--- config.mk ---
export PLATFORM = sky130hd
export DESIGN_NAME = sdc_cmd_engine
export DESIGN_NICKNAME = d
export VERILOG_FILES = /design/src/rtl/sdc_pkg.sv /design/src/rtl/sdc_frame_byte.sv /design/src/rtl/sdc_cmd_class.sv /design/src/rtl/sdc_r1_classify.sv /design/src/rtl/sdc_cmd_engine.sv
export SDC_FILE = /design/constraint.sdc
export NUM_CORES = 1
export LEC_CHECK = 0
export BUFFER_PORTS_ARGS = -buffer_cell sky130_fd_sc_hd__buf_2
export CAP_MARGIN = 25
export CELL_PAD_IN_SITES_DETAIL_PLACEMENT = 0
export CELL_PAD_IN_SITES_GLOBAL_PLACEMENT = 1
export CORE_ASPECT_RATIO = 2
export CORE_MARGIN = 3
export CORE_UTILIZATION = 35
export DETAILED_ROUTE_END_ITERATION = 8
export PLACE_DENSITY_LB_ADDON = 0.1
export SLEW_MARGIN = 20
export SYNTH_ARGS = -nofsm -noshare
export SYNTH_HDL_FRONTEND = slang
export SYNTH_SLANG_ARGS = --single-unit
--- constraint.sdc ---
create_clock -name clk_i -period 2.45 [get_ports clk_i]
set_input_delay 0.3675 -clock clk_i [delete_from_list [all_inputs] [get_ports clk_i]]
set_output_delay 0.3675 -clock clk_i [all_outputs]
set_load 0.01 [all_outputs]
--- src/rtl/sdc_pkg.sv ---
package sdc_pkg;
  localparam logic [7:0] FILL_BYTE = 8'hFF;
  localparam logic [5:0] IDX_PREFIX = 6'd55;

  typedef enum logic [2:0] {
    ERR_NONE    = 3'd0,
    ERR_NO_RESP = 3'd1,
    ERR_CRC     = 3'd2,
    ERR_UNSUPP  = 3'd3,
    ERR_ERASE   = 3'd4,
    ERR_PARAM   = 3'd5
  } sdc_err_e;

  typedef enum logic [3:0] {
    ST_IDLE, ST_SEL, ST_RDY, ST_FRAME, ST_STUFF, ST_POLL,
    ST_TAIL, ST_BUSY, ST_FIN, ST_DESEL, ST_DBYTE, ST_DONE
  } sdc_state_e;

  typedef struct packed {
    logic skip_ready;
    logic stuff;
    logic tail4;
    logic busy_tail;
    logic keep_sel;
  } sdc_attr_t;
endpackage

--- src/rtl/sdc_frame_byte.sv ---
module sdc_frame_byte
  import sdc_pkg::*;
(
  input  logic [5:0]  idx_i,
  input  logic [31:0] arg_i,
  input  logic [2:0]  pos_i,
  output logic [7:0]  byte_o
);
  logic [7:0] chk_byte;

  always_comb begin
    case (idx_i)
      6'd0:    chk_byte = 8'h95;
      6'd8:    chk_byte = 8'h87;
      default: chk_byte = FILL_BYTE;
    endcase
  end

  always_comb begin
    case (pos_i)
      3'd0:    byte_o = {2'b01, idx_i};
      3'd1:    byte_o = arg_i[31:24];
      3'd2:    byte_o = arg_i[23:16];
      3'd3:    byte_o = arg_i[15:8];
      3'd4:    byte_o = arg_i[7:0];
      3'd5:    byte_o = chk_byte;
      default: byte_o = FILL_BYTE;
    endcase
  end
endmodule

--- src/rtl/sdc_cmd_class.sv ---
module sdc_cmd_class
  import sdc_pkg::*;
(
  input  logic [5:0] idx_i,
  input  logic       app_i,
  output sdc_attr_t  attr_o
);
  always_comb begin
    attr_o            = '0;
    attr_o.skip_ready = (idx_i == 6'd12);
    attr_o.stuff      = (idx_i == 6'd12);
    attr_o.tail4      = (idx_i == 6'd8) || (idx_i == 6'd58);
    attr_o.busy_tail  = (idx_i == 6'd12) || (idx_i == 6'd38);
    case (idx_i)
      6'd9, 6'd17, 6'd18, 6'd24, 6'd25: attr_o.keep_sel = 1'b1;
      6'd22:                            attr_o.keep_sel = app_i;
      default:                          attr_o.keep_sel = 1'b0;
    endcase
  end
endmodule

--- src/rtl/sdc_r1_classify.sv ---
module sdc_r1_classify
  import sdc_pkg::*;
(
  input  logic [6:1] flags_i,
  output sdc_err_e   err_o
);
  always_comb begin
    if (flags_i[3])                     err_o = ERR_CRC;
    else if (flags_i[2])                err_o = ERR_UNSUPP;
    else if (flags_i[1] || flags_i[4])  err_o = ERR_ERASE;
    else if (flags_i[5] || flags_i[6])  err_o = ERR_PARAM;
    else                                err_o = ERR_NONE;
  end
endmodule

--- src/rtl/sdc_cmd_engine.sv ---
module sdc_cmd_engine
  import sdc_pkg::*;
#(
  parameter int WAIT_LIMIT = 4096,
  parameter int POLL_LIMIT = 16,
  parameter int MAX_TRIES  = 3
) (
  input  logic        clk_i,
  input  logic        rst_ni,
  input  logic        cmd_valid_i,
  input  logic [5:0]  cmd_idx_i,
  input  logic [31:0] cmd_arg_i,
  input  logic        cmd_app_i,
  output logic        cmd_ready_o,
  output logic        cmd_done_o,
  output logic [7:0]  r1_o,
  output logic [31:0] ext_o,
  output logic [2:0]  err_o,
  output logic        cs_n_o,
  output logic        xfer_req_o,
  output logic [7:0]  xfer_tx_o,
  input  logic        xfer_ack_i,
  input  logic [7:0]  xfer_rx_i
);
  localparam int WW = $clog2(WAIT_LIMIT + 1);
  localparam int PW = $clog2(POLL_LIMIT + 1);
  localparam int TW = $clog2(MAX_TRIES + 1);
  localparam logic [WW-1:0] WAIT_LAST = WW'(WAIT_LIMIT - 1);
  localparam logic [PW-1:0] POLL_LAST = PW'(POLL_LIMIT - 1);
  localparam logic [TW-1:0] TRY_LAST  = TW'(MAX_TRIES - 1);

  sdc_state_e   state_q;
  logic [5:0]   idx_q;
  logic [31:0]  arg_q;
  logic         app_q, in_app_q, rdy_ret_q, cs_n_q;
  logic [2:0]   byte_cnt_q;
  logic [PW-1:0] poll_cnt_q;
  logic [WW-1:0] wait_cnt_q;
  logic [TW-1:0] tries_q;
  logic [7:0]   r1_q;
  logic [31:0]  ext_q;
  sdc_err_e     err_q;

  logic [5:0]   fr_idx;
  logic [31:0]  fr_arg;
  logic [7:0]   fr_byte;
  sdc_attr_t    attr;
  sdc_err_e     dec_err;
  logic         step;
  logic         rx_fill;

  assign fr_idx  = in_app_q ? IDX_PREFIX : idx_q;
  assign fr_arg  = in_app_q ? 32'd0 : arg_q;
  assign rx_fill = (xfer_rx_i == FILL_BYTE);

  sdc_frame_byte u_frame (
    .idx_i (fr_idx),
    .arg_i (fr_arg),
    .pos_i (byte_cnt_q),
    .byte_o(fr_byte)
  );

  sdc_cmd_class u_class (
    .idx_i (idx_q),
    .app_i (app_q),
    .attr_o(attr)
  );

  sdc_r1_classify u_classify (
    .flags_i(xfer_rx_i[6:1]),
    .err_o  (dec_err)
  );

  always_comb begin
    case (state_q)
      ST_SEL, ST_RDY, ST_FRAME, ST_STUFF, ST_POLL,
      ST_TAIL, ST_BUSY, ST_DBYTE: xfer_req_o = 1'b1;
      default:                    xfer_req_o = 1'b0;
    endcase
  end

  assign xfer_tx_o   = (state_q == ST_FRAME) ? fr_byte : FILL_BYTE;
  assign step        = xfer_req_o && xfer_ack_i;
  assign cmd_ready_o = (state_q == ST_IDLE);
  assign cmd_done_o  = (state_q == ST_DONE);
  assign r1_o        = r1_q;
  assign ext_o       = ext_q;
  assign err_o       = err_q;
  assign cs_n_o      = cs_n_q;

  always_ff @(posedge clk_i or negedge rst_ni) begin
    if (!rst_ni) begin
      state_q    <= ST_IDLE;
      idx_q      <= '0;
      arg_q      <= '0;
      app_q      <= 1'b0;
      in_app_q   <= 1'b0;
      rdy_ret_q  <= 1'b0;
      cs_n_q     <= 1'b1;
      byte_cnt_q <= '0;
      poll_cnt_q <= '0;
      wait_cnt_q <= '0;
      tries_q    <= '0;
      r1_q       <= FILL_BYTE;
      ext_q      <= '0;
      err_q      <= ERR_NONE;
    end else begin
      case (state_q)
        ST_IDLE: if (cmd_valid_i) begin
          idx_q   <= cmd_idx_i;
          arg_q   <= cmd_arg_i;
          app_q   <= cmd_app_i;
          ext_q   <= '0;
          err_q   <= ERR_NONE;
          tries_q <= '0;
          state_q <= ST_SEL;
        end
        ST_SEL: if (step) begin
          cs_n_q <= 1'b0;
          if (attr.skip_ready) begin
            in_app_q   <= app_q;
            byte_cnt_q <= '0;
            state_q    <= ST_FRAME;
          end else begin
            rdy_ret_q  <= 1'b0;
            wait_cnt_q <= '0;
            state_q    <= ST_RDY;
          end
        end
        ST_RDY: if (step) begin
          if (rx_fill || wait_cnt_q == WAIT_LAST) begin
            // first wait opens an attempt, wait after the prefix leads to the command
            in_app_q   <= rdy_ret_q ? 1'b0 : app_q;
            byte_cnt_q <= '0;
            state_q    <= ST_FRAME;
          end else begin
            wait_cnt_q <= wait_cnt_q + 1'b1;
          end
        end
        ST_FRAME: if (step) begin
          if (byte_cnt_q == 3'd5) begin
            poll_cnt_q <= '0;
            state_q    <= (!in_app_q && attr.stuff) ? ST_STUFF : ST_POLL;
          end else begin
            byte_cnt_q <= byte_cnt_q + 3'd1;
          end
        end
        ST_STUFF: if (step) begin
          poll_cnt_q <= '0;
          state_q    <= ST_POLL;
        end
        ST_POLL: if (step) begin
          if (!xfer_rx_i[7] || poll_cnt_q == POLL_LAST) begin
            if (in_app_q) begin
              rdy_ret_q  <= 1'b1;
              wait_cnt_q <= '0;
              state_q    <= ST_RDY;
            end else begin
              r1_q <= xfer_rx_i;
              if (rx_fill) begin
                if (tries_q == TRY_LAST) begin
                  err_q   <= ERR_NO_RESP;
                  state_q <= ST_DESEL;
                end else begin
                  tries_q    <= tries_q + 1'b1;
                  in_app_q   <= app_q;
                  byte_cnt_q <= '0;
                  state_q    <= ST_FRAME;
                end
              end else begin
                err_q <= dec_err;
                if (dec_err == ERR_CRC || dec_err == ERR_UNSUPP) begin
                  state_q <= ST_DESEL;
                end else if (attr.tail4) begin
                  byte_cnt_q <= '0;
                  state_q    <= ST_TAIL;
                end else if (attr.busy_tail) begin
                  wait_cnt_q <= '0;
                  state_q    <= ST_BUSY;
                end else begin
                  state_q <= ST_FIN;
                end
              end
            end
          end else begin
            poll_cnt_q <= poll_cnt_q + 1'b1;
          end
        end
        ST_TAIL: if (step) begin
          ext_q <= {ext_q[23:0], xfer_rx_i};
          if (byte_cnt_q == 3'd3) state_q <= ST_FIN;
          else byte_cnt_q <= byte_cnt_q + 3'd1;
        end
        ST_BUSY: if (step) begin
          if (rx_fill || wait_cnt_q == WAIT_LAST) state_q <= ST_FIN;
          else wait_cnt_q <= wait_cnt_q + 1'b1;
        end
        ST_FIN: begin
          if (err_q == ERR_NONE && attr.keep_sel) state_q <= ST_DONE;
          else state_q <= ST_DESEL;
        end
        ST_DESEL: begin
          cs_n_q  <= 1'b1;
          state_q <= ST_DBYTE;
        end
        ST_DBYTE: if (step) state_q <= ST_DONE;
        ST_DONE:  state_q <= ST_IDLE;
        default:  state_q <= ST_IDLE;
      endcase
    end
  end
endmodule

; ---- Yosys cells after proc, flatten, opt, wreduce, memory -nomap -nowiden
; Memory sizes are Yosys's and may differ from the RTL's.
; Cells that the tools add are included.
[totals]
regBits = 112
rom_bits = 16
elab_cells = 228
memories = 1
[mem_list]
columns = name, words, width, read_ports, rd_clocked_by_memory_dff, wr, line
row1 = (no name shown), 16, 1, 1, 0, 0, sdc_cmd_engine.sv:75  ; case (state_q)
[classes]
addsub = 4
eq_ne = 66
muxes = 104
n_bitwise = 1
reduce_logical = 38
[op_table]
columns = operator, count
row1 = $mux 13, 11
row2 = $mux 32, 3
row3 = $mux 4, 20
row4 = $mux 3, 25
row5 = $pmux 32 s2, 1
row6 = $pmux 8 s6, 1
row7 = $ne 2x2->1 const B, 23
row8 = $pmux 4 s11, 1
row9 = $pmux 13 s3, 1
row10 = $eq 6x5->1 const B, 5
row11 = $mux 5, 5
row12 = $eq 6x4->1 const B, 4
row13 = $ne 3x3->1 const B, 8
row14 = $mux 1, 18
row15 = $reduce_and 6->1, 3
row16 = $eq 4x3->1 const B, 4
row17 = $eq 4x4->1 const B, 4
row18 = $pmux 3 s5, 1
row19 = $pmux 5 s3, 1
row20 = $reduce_and 15->1, 1
row21 = $mux 2, 7
row22 = $pmux 7 s2, 1
row23 = $reduce_and 14->1, 1
row24 = $reduce_and 7->1, 2
row25 = 37 further kinds, 62

; ---- Depth between registers and ports, before layout
; Gate-level depths: netlist of the first run.
[depth]
word_depth = 13
ltp_mapped = 10
mapped_depth_nobuf = 9

; ---- Modules after synthesis
; From an unflattened synthesis of the first run, not the netlist that was laid out.
[hier_totals]
cells_unflattened = 659
area_unflattened_um2 = 6246.0
[by_module_without_submodules]
columns = mod, n_inst, cells_each, area_per_inst_um2, seq_area_each_um2
row1 = sdc_cmd_engine, 1, 571, 5636.7, 2813.9
row2 = sdc_frame_byte, 1, 63, 452.9, 0.0
row3 = sdc_cmd_class, 1, 18, 115.1, 0.0
row4 = sdc_r1_classify, 1, 7, 41.3, 0.0

; ---- Worst setup path after synthesis of the first run
; Ideal clock, no wire load.
[synth_path]
kind = reg-to-output
startpoint = reg byte_cnt_q[2]
endpoint = out xfer_tx_o[6]
arrival_ns = 1.971
required_time_ns = 2.082
setup_slack_ns = 0.112
path_stages_with_launch = 9
cell_sequence = dfrtp_1 clkbuf_1 inv_1 ha_1 clkbuf_1 nor4_1 or4_1 a31oi_1 o221ai_1
[synth_between]
elab_chain_len = 3
elab_cells_between_ends = 8
classes_between = eq/ne: 5 / mux: 2 / reduce/logical: 1
[synth_rtl]
columns = element, line
row1 = start: declaration, sdc_cmd_engine.sv:36  ; logic [2:0] byte_cnt_q;
row2 = start signal: assignment, sdc_cmd_engine.sv:145  ; byte_cnt_q <= byte_cnt_q + 3'd1;
row3 = start signal: assignment, sdc_cmd_engine.sv:192  ; else byte_cnt_q <= byte_cnt_q + 3'd1;
row4 = "$eq 3x3->1, or another cell as far along", sdc_frame_byte.sv:20  ; case (pos_i)
row5 = $pmux 8 s6 *, sdc_frame_byte.sv:20
row6 = $mux 8 *, sdc_cmd_engine.sv:82  ; assign xfer_tx_o = (state_q == ST_FRAME) ? fr_byte : FILL_BYTE;
row7 = end: declaration, sdc_cmd_engine.sv:21  ; output logic [7:0] xfer_tx_o,
; Mark *: on every way between the ends. The rest lies on a longest branch, timed or not.

; ---- Worst setup path after layout of the first run
[layout_path]
startpoint = reg byte_cnt_q[0]
endpoint = out xfer_tx_o[5]
; The elaborated chain is that of the path after synthesis.

==> results of run 1 <==
## report_power, final
part | switching, mW | internal (mW)
sequential | 0.512 | 2.44
combinational | 2.25 | 1.95
clock | 0.723 | 0.734
total | 3.48 | 5.12
## final cells by class
type	count	area, µm²	area share [%]
Clock buffer	10	239	3.11
Clock inverter	6	50.0	0.652
Inverter	11	41.3	0.538
Multi-Input combinational cell	441	3020	39.4
Sequential cell	112	2820	36.7
Tap cell	204	255	3.33
Timing Repair Buffer	196	1250	16.3
## synthesized netlist by cell type (11+ instances only)
cell type / n
nand3_1: 14
a21oi_1: 16
mux2_2: 49
nand2_1: 94
nor2_1: 32
nor3_1: 14
o21ai_0: 67
clkbuf_1: 22
dfrtp_1: 103
inv_1: 11
buf_2: 11
nand2b_1: 11
## final timing paths
path / start / end / slack, ns
max in group asynchronous: rst_ni / r1_o[3] / 1.75
hold / removal: rst_ni / wait_cnt_q[9] / 0.008
hold reg to reg: ext_o[26] / ext_o[26] / 0.48
min in group clk_i: cmd_arg_i[21] / arg_q[21] / 0.24
setup reg to reg: poll_cnt_q[1] / wait_cnt_q[11] / -0.04
setup / recovery: byte_cnt_q[0] / xfer_tx_o[5] / -0.09
## layer usage
layer | wire length, µm | up-vias | GRT usage, % | part of all wire (%)
li1 | - | 2524 | - | -
met1 | 6340 | 2533 | 19.8 | 33
met2 | 11000 | 138 | 41.1 | 58
met3 | 595 | 46 | 2.88 | 3.1
met4 | 1080 | 0 | 12.8 | 5.7
met5 | 0 | - | 0 | 0
## what timing repair did
item                                    CTS  global route
endpoints found under the hold margin     0             0
gates cloned                              0             0
pin swaps                                 3            13
resized for setup                        23            18
endpoints found under the setup margin   11            16
setup buffers                             3             7
## cell families (layout without fill, tap and decap cells)
kind of cell               count (synthesis)  count (layout)  synth area share (%)
muxes                                     53              53                  10.1
and+or+nand+nor                          213             213                  17.4
xor gates and xnor gates                   3               3                 0.448
buffers and inverters                     50             223                  3.69
DFF                                      112             112                  48.0
AOI/OAI and AO/OA                        163             163                  18.5
adders and majority gates                  9               9                  1.92
## registers in the layout, indices dropped and copies added, names as in the netlist
register and flops:
idx_q 6, byte_cnt_q 3, rdy_ret_q 1, ext_o 32, app_q 1, in_app_q 1, err_o 3, arg_q 32
wait_cnt_q 13, state_q 4, r1_o 8, poll_cnt_q 5, tries_q 2, cs_n_o 1
## layout by cell type (no fill, tap or decap), types with 8 or more instances in the layout
| master | n |
|---|---|
| buf_4 | 89 |
| nor3_1 | 13 |
| a21oi_1 | 13 |
| nand2_1 | 94 |
| buf_2 | 104 |
| o21ai_0 | 64 |
| inv_1 | 9 |
| dfrtp_1 | 99 |
| nand3_1 | 13 |
| clkbuf_16 | 9 |
| nor2_1 | 31 |
| o31ai_1 | 8 |
| nand2b_1 | 11 |
| dfstp_2 | 9 |
| mux2_2 | 49 |
## worst reg2reg max path, delay by kind of cell, from the launching register on
kind | cells | cell delay (ns)
and+or+nand+nor | 4 | 1.27
adders and majority gates | 2 | 0.33
AOI/OAI and AO/OA | 3 | 0.46
DFF | 1 | 0.37
==> flow_summary_export.csv, run 1 <==
group,metric,value,unit
route,dr.first_iter.drc_count,181,
cells_and_area,drive_gt1_share,40.5,%
critical_path,criticalPathCategory,"reg2out",
die,die_width,97.5,µm
cells_and_area,areaGrowthSynthToFinish,30.8,%
placed_design,post_dp_cell_area,0.00713,mm²
synthesis,yosys.cell_types.count,69,
route,wl,19000,µm
critical_path,crit_chain,"inv_2 -> ha_4 -> nor2b_4 -> nor4_2 -> or4_4 -> a31oi_4 -> o211ai_1 -> buf_2",
sta,slew_violations,0,
sta,max_freq,394,MHz
synthesis,synth_flop_cell,"dfrtp_1",
cells_and_area,antennaDiodeCount,0,
cells_and_area,fin_cells,980,
route,viasPerCell,5.35,
synthesis,synth-async-reset-ratio,100,%
clock_tree,clockBufferDepth,2,
critical_path,critPathSlowestCell,"or4_4",
sta,timing.hold.ws,0.00772,ns
global_route,overflow,0,
synthesis,yosysSeqAreaShare,48.0,%
sta,worst_slew_pin_slew,0.618,ns
global_route,gr-usage-all-layers,20.9,%
clock_tree,insertion_delay,0.36,ns
clock_tree,cts.sinks,112,
critical_path,cp-start-kind,"register",
pwr,cellPowerDensity,1120,mW/mm²
cells_and_area,final_area,0.00767,mm²
sta,relSlewSlack,58.5,%
placed_design,port_buffers,105,
critical_path,worstPathMaxFanout,4,
critical_path,critPathTopFamily,"simple AND/OR/NAND/NOR gates",
die,core,0.0164,mm²
clock_tree,clk_pin_slew,0.07,ns
status,run_status,"complete, but fails checks",
sta,finalSetupViolCount,10,
pwr,power,8.61,mW
sta,setup_slack,-0.0891,ns
die,rows,66,
die,start_util,35.9,%
critical_path,reg2reg_depth,9,
pwr,peakVddDrop,0.628,mV
hold_path,worst_hold_path_type,"in2async",
pwr,leakagePower,3.38,nW
clock_tree,root_buffer,"clkbuf_16",
route,dr_total_vias,5241,
sta,fin_crit,2.54,ns
sta,rsz0062_at_grt,"yes",
cells_and_area,num-nets-final,831,
placed_design,routabilityCongestion,0.924,
synthesis,postSynthCellCount,603,
clock_tree,ctsHoldBuffers,0,
sta,fin_tns_setup,-0.645,ns
route,ant_nets,0,
critical_path,cp.depth,8,
clock_tree,cts_tree,"done",
die,die_area,0.0184,mm²
placed_design,dp_cells,954,
clock_tree,cts_buffers,9,
placed_design,preCtsSetupSlack,-0.0317,ns
synthesis,syn_area,0.00587,mm²
synthesis,synth_top_cell_by_area,"dfrtp_1",
synthesis,ys_seq_elements,112,
critical_path,cp_data_arrival_time,2.17,ns
critical_path,worstPathRequired,2.08,ns
cells_and_area,postLayoutCoreUtil,46.9,%
global_route,antenna_found_initial,0,
synthesis,ys_warn_count,0,
sta,min_period_over_period,104,%
route,wl_per_cell,19.4,µm
sta,clock_skew,0.0111,ns
synthesis,syn_nets,663,
die,io_pins,106,
clock_tree,htree_levels,3,
placed_design,hpwl,15000,µm
flow_run,cap_violations,0,
synthesis,yosysTopAreaCellShare,43.9,%
synthesis,syn_area_per_cell,9.73,µm²
status,failed_checks,"negative setup slack",
route,drcViolationCount,0,
global_route,grt_pass1_vias,5563,
synthesis,synth_area_leaders,"dfrtp_1 (44%), mux2_2 (9.4%), nand2_1 (6.0%)",
critical_path,max_stage_delay,0.47,ns
critical_path,cp-end-kind,"primary output",
sta,hold_viol_final,0,
cells_and_area,fill_cells,1614,
global_route,grt_pass1_wl,29900,µm
route,firstDrtPassIters,6,
critical_path,worstPathBufferInverterCount,2,
synthesis,synth-edff-count,0,
die,dieHeight,189,µm
global_route,grt_max_degree,43,
Power figures use the tool's default switching activity.
==> inputs of run 2 (changes only) <==
--- a/config.mk
+++ b/config.mk
@@ -14,6 +14,7 @@
 export CORE_UTILIZATION = 35
 export DETAILED_ROUTE_END_ITERATION = 8
 export PLACE_DENSITY_LB_ADDON = 0.1
+export SKIP_LAST_GASP = 1
 export SLEW_MARGIN = 20
 export SYNTH_ARGS = -nofsm -noshare
 export SYNTH_HDL_FRONTEND = slang
==> run 2 against run 1 <==
Effect of this change: sequential share of layout area rose by 0.13 points; largest cell class unchanged; worst hold slack got worse by 0.0025 ns; non-clock buffer count shrank 2; clock power is essentially flat; clock skew is 0.00076 ns lower; utilization fell by 0.17 points; fmax down 0.13%; register-to-register slack about the same; critical path depth did not move; die area stayed put; the flow still finishes with violations (negative setup slack); largest power group unchanged.
==> flow_summary_export.csv, run 2 (synthesis results as in run 1) <==
group,metric,value,unit
global_route,grt_max_degree,43,
pwr,power,8.56,mW
pwr,combPwrFrac,48.5,%
global_route,grt_pass1_vias,5531,
critical_path,cp-start-kind,"register",
placed_design,dp_cells,954,
pwr,power.switching,3.46,mW
global_route,grt_pass1_wl,29900,µm
die,dieHeight,189,µm
sta,setup_slack,-0.0924,ns
placed_design,post_dp_cell_area,0.00713,mm²
route,dr_total_vias,5242,
cells_and_area,final_area,0.00765,mm²
hold_path,worst_hold_path_type,"in2async",
clock_tree,clk_pin_slew,0.07,ns
critical_path,reg2reg_depth,9,
critical_path,cp_data_arrival_time,2.17,ns
cells_and_area,drive_gt1_share,39.8,%
route,drcViolationCount,0,
die,io_pins,106,
route,ant_nets,0,
critical_path,r2r_slack,-0.04,ns
pwr,swShare,40.4,%
cells_and_area,most-common-layout-cells,"buf_2 (104), dfrtp_1 (99), nand2_1 (94)",
clock_tree,ctsHoldBuffers,0,
critical_path,worstPathRequired,2.08,ns
critical_path,r2r-start,"poll_cnt_q[1]",
pwr,clock_power_share,17.1,%
pwr,cellPowerDensity,1120,mW/mm²
clock_tree,cts_tree,"done",
global_route,gr-usage-all-layers,20.9,%
critical_path,rr_endpoint,"wait_cnt_q[10]",
critical_path,worstPathMaxFanout,4,
cells_and_area,fin_cells,978,
clock_tree,cts_buffers,9,
cells_and_area,areaGrowthSynthToFinish,30.4,%
flow_run,cap_violations,0,
sta,worst_slew_pin_slew,0.640,ns
clock_tree,insertion_delay,0.36,ns
route,dr.first_iter.drc_count,181,
clock_tree,clockBufferDepth,2,
placed_design,routabilityCongestion,0.924,
pwr,sequentialPowerShare,34.4,%
pwr,leakagePower,3.38,nW
die,start_util,35.9,%
status,failed_checks,"negative setup slack",
global_route,overflow,0,
die,die_width,97.5,µm
sta,max_freq,393,MHz
sta,min_period_over_period,104,%
critical_path,cp-end-kind,"primary output",
placed_design,port_buffers,105,
sta,finalSetupViolCount,10,
die,rows,66,
sta,fin_crit,2.54,ns
status,run_status,"complete, but fails checks",
cells_and_area,layout.cells.most_common,"buf_2",
route,firstDrtPassIters,4,
route,viasPerCell,5.36,
cells_and_area,num-nets-final,829,
route,wl,18900,µm
sta,hold_viol_final,0,
sta,clock_skew,0.0104,ns
clock_tree,root_buffer,"clkbuf_16",
clock_tree,htree_levels,3,
critical_path,criticalPathCategory,"reg2out",
sta,slew_violations,0,
die,core,0.0164,mm²
cells_and_area,antennaDiodeCount,0,
sta,relSlewSlack,57.0,%
pwr,p_int,5.10,mW
sta,rsz0062_at_grt,"yes",
global_route,antenna_found_initial,0,
placed_design,hpwl,15000,µm
clock_tree,cts.sinks,112,
sta,timing.hold.ws,0.00522,ns
pwr,peakVddDrop,0.624,mV
die,die_area,0.0184,mm²
route,wl_per_cell,19.4,µm
-- run 2: cell count changes in the layout (fill, tap and decap cells not counted), sizes merged --
cell  delta
buf      -2
-- run 2: worst max path at each step --
| stage | startpoint | endpoint | slack [ns] | cells past startpoint |
|---|---|---|---|---|
| 4_1_cts | byte_cnt_q[1] | xfer_tx_o[5] | -0.15 | 7 |
| 6_report | byte_cnt_q[0] | xfer_tx_o[5] | -0.09 | 8 |
| 2_1_floorplan | byte_cnt_q[2] | xfer_tx_o[6] | 0.11 | 8 |
| 5_1_grt | byte_cnt_q[0] | xfer_tx_o[5] | -0.20 | 8 |
| 3_3_place_gp | state_q[2] | state_q[1] | 0.02 | 6 |
| 3_5_place_dp | byte_cnt_q[0] | xfer_tx_o[6] | -0.03 | 8 |
-- run 2: metal layers --
| layer | vias to the layer above | routed length [µm] | global-route usage (%) |
|---|---|---|---|
| met4 | 0 | 1130 | 12.8 |
| li1 | 2522 | - | - |
| met2 | 144 | 10900 | 41.0 |
| met3 | 42 | 615 | 2.88 |
| met5 | - | 0 | 0 |
| met1 | 2534 | 6320 | 19.8 |
-- run 2: worst max-delay path: stages (launching register included) --
cell	delay [ns]
dfrtp_1	0.41
inv_2	0.12
ha_4	0.14
nor2b_4	0.15
nor4_2	0.04
or4_4	0.46
a31oi_4	0.22
o211ai_1	0.12
buf_2	0.15
-- run 2: power by group through the flow --
stage	sequential (mW)	clock, mW	combinational [mW]
4_1_cts	2.95	1.50	4.09
3_3_place_gp	2.95	0	3.93
6_report	2.95	1.46	4.15
2_1_floorplan	2.75	0	2.50
5_1_grt	3.03	1.58	4.54
3_5_place_dp	2.98	0	3.98
-- run 2: area by class of cell --
type,instances,area [µm²]
well taps,204,255
repair buffers,194,1230
multi-input cells,441,3010
fillers,1619,8700
clock buffers,10,239
inverters,11,41.3
flip-flops and latches,112,2820
clock inverters,6,50.0
-- run 2: timing repair --
action | CTS | global route
endpoints found under the setup margin | 11 | 16
pin swaps | 3 | 12
gates resized for setup | 20 | 17
buffers inserted | 3 | 5
-- run 2: stage by stage --
stage	util [%]	TNS (ns)	setup slack, ns
floorplan	-	0	0.112
global placement	43.6	0	0.0178
detailed placement	43.6	-0.0574	-0.0317
CTS	46.1	-1.12	-0.153
global route	46.8	-1.66	-0.198
finish	46.8	-0.632	-0.0924
==> inputs of run 3 (changes only) <==
--- a/config.mk
+++ b/config.mk
@@ -14,6 +14,7 @@
 export CORE_UTILIZATION = 35
 export DETAILED_ROUTE_END_ITERATION = 8
 export PLACE_DENSITY_LB_ADDON = 0.1
+export REMOVE_ABC_BUFFERS = 1
 export SKIP_LAST_GASP = 1
 export SLEW_MARGIN = 20
 export SYNTH_ARGS = -nofsm -noshare
==> run 3 against run 2 <==
Effect of this change: clock power about the same; critical path type unchanged; critical endpoint is now xfer_tx_o[4]; combinational power about the same; wire length decreased by 1.8%; largest power group unchanged; worst hold slack improved by 0.22 ns; the run still ends with negative setup slack left; sequential share of layout area increased by 0.46 points; register-to-register slack improved by 0.07 ns.
==> flow_summary_export.csv, run 3 (synthesis results as in run 1) <==
group,metric,value,unit
pwr,clock_power_share,17.3,%
sta,slew_violations,0,
status,failed_checks,"negative setup slack",
global_route,grt_max_degree,58,
route,drcViolationCount,0,
pwr,combPwrFrac,48.5,%
cells_and_area,num-nets-final,816,
critical_path,cp-end-kind,"primary output",
cells_and_area,most-common-layout-cells,"buf_2 (104), dfrtp_1 (102), nand2_1 (94)",
pwr,peakVddDrop,0.573,mV
sta,hold_viol_final,0,
route,dr_total_vias,5244,
clock_tree,root_buffer,"clkbuf_16",
placed_design,port_buffers,105,
pwr,power.switching,3.47,mW
critical_path,rr_endpoint,"wait_cnt_q[11]",
clock_tree,cts_tree,"done",
global_route,gr-usage-all-layers,20.0,%
sta,fin_crit,2.65,ns
sta,relSlewSlack,53.7,%
critical_path,critPathSlowestCell,"or4_4",
pwr,swShare,40.7,%
cells_and_area,fill_cells,1663,
pwr,p_int,5.05,mW
global_route,overflow,0,
clock_tree,cts_buffers,9,
sta,min_period_over_period,108,%
critical_path,criticalPathCategory,"reg2out",
die,io_pins,106,
clock_tree,insertion_delay,0.37,ns
global_route,grt_pass1_vias,5558,
critical_path,cp.depth,7,
placed_design,routabilityCongestion,0.897,
cells_and_area,areaGrowthSynthToFinish,28.6,%
pwr,sequentialPowerShare,34.3,%
critical_path,worstPathBufferInverterCount,1,
cells_and_area,drive_gt1_share,37.7,%
sta,max_freq,378,MHz
route,dr.first_iter.drc_count,169,
die,die_width,97.5,µm
status,run_status,"complete, but fails checks",
global_route,antenna_found_initial,0,
sta,finalSetupViolCount,8,
die,die_area,0.0184,mm²
hold_path,worst_hold_path_type,"in2reg",
critical_path,cp-start-kind,"register",
die,start_util,35.9,%
route,viasPerCell,5.43,
route,wl,18600,µm
clock_tree,htree_levels,3,
placed_design,preCtsSetupSlack,-0.0998,ns
route,wl_per_cell,19.3,µm
pwr,cellPowerDensity,1130,mW/mm²
cells_and_area,layout.cells.most_common,"buf_2",
sta,setup_slack,-0.197,ns
pwr,leakagePower,3.30,nW
die,rows,66,
die,dieHeight,189,µm
critical_path,r2r_slack,0.03,ns
critical_path,worstPathRequired,2.08,ns
sta,rsz0062_at_grt,"yes",
route,ant_nets,0,
critical_path,worstPathMaxFanout,4,
critical_path,max_stage_delay,0.48,ns
flow_run,cap_violations,0,
clock_tree,cts.sinks,112,
critical_path,reg2reg_depth,9,
sta,clock_skew,0.0130,ns
global_route,grt_pass1_wl,28900,µm
route,firstDrtPassIters,4,
critical_path,critPathTopFamily,"simple AND/OR/NAND/NOR gates",
cells_and_area,antennaDiodeCount,0,
critical_path,r2r-start,"poll_cnt_q[1]",
critical_path,crit_start,"byte_cnt_q[0]",
pwr,power,8.52,mW
clock_tree,clk_pin_slew,0.08,ns
clock_tree,clockBufferDepth,2,
critical_path,cp_data_arrival_time,2.28,ns
sta,worst_slew_pin_slew,0.688,ns
die,core,0.0164,mm²
placed_design,hpwl,14400,µm
critical_path,crit_end,"xfer_tx_o[4]",
critical_path,crit_chain,"ha_2 -> ha_4 -> nor4_1 -> or4_4 -> a311oi_4 -> o21ai_1 -> buf_2",
-- run 3: worst min path at each step --
stage / from / to / slack [ns] / depth (start not counted)
after floorplan: rst_ni / app_q / 0.07 / 0
after global placement: rst_ni / wait_cnt_q[5] / 0.28 / 1
after detailed placement: rst_ni / wait_cnt_q[5] / 0.28 / 1
after CTS: cmd_arg_i[31] / arg_q[31] / 0.22 / 2
after global routing: cmd_arg_i[29] / arg_q[29] / 0.23 / 2
final: cmd_arg_i[31] / arg_q[31] / 0.23 / 2
-- run 3: metal layers --
| layer | global-route usage [%] | vias up | wire (µm) |
|---|---|---|---|
| met1 | 18.9 | 2559 | 6600 |
| met4 | 12.5 | 0 | 975 |
| met5 | 0 | - | 0 |
| li1 | - | 2490 | - |
| met2 | 39.2 | 148 | 10500 |
| met3 | 2.62 | 47 | 560 |
-- run 3: final cells by class --
cell class / instances / area, µm² / share of cell area [%]
tap: 204 / 255 / 3.38
multi-input combinational: 442 / 3010 / 40.0
inverter: 11 / 41.3 / 0.548
sequential: 112 / 2820 / 37.3
clock inverter: 6 / 63.8 / 0.846
timing repair buffer: 180 / 1120 / 14.9
clock buffer: 10 / 229 / 3.04
-- run 3: metrics by stage --
step                hold WS [ns]  instances  utilization, %  setup TNS (ns)  instance area, µm²
global placement           0.279        938            42.8         -0.0225                7000
CTS                        0.218        962            45.6           -1.38                7450
floorplan                 0.0719        564               -          -72.77                5690
finish                     0.229        965            46.1           -1.28                7540
global route               0.225        965            46.1           -2.09                7540
detailed placement         0.281        938            42.8          -0.255                7000
-- run 3: what timing repair did --
item | in CTS | in global routing
hold buffers | 1 | 0
setup endpoints to repair | 10 | 36
gates cloned | 0 | 1
buffers inserted | 8 | 2
hold endpoints to repair | 20 | 0
gates resized for setup | 20 | 13
pin swaps | 3 | 9
-- run 3: power groups by stage --
stage          sequential, mW  clock, mW  combinational (mW)
2_1_floorplan            2.97          0                2.10
3_3_place_gp             2.93          0                3.82
3_5_place_dp             2.94          0                3.86
4_1_cts                  2.91       1.54                4.04
5_1_grt                  3.00       1.59                4.49
6_report                 2.92       1.47                4.13
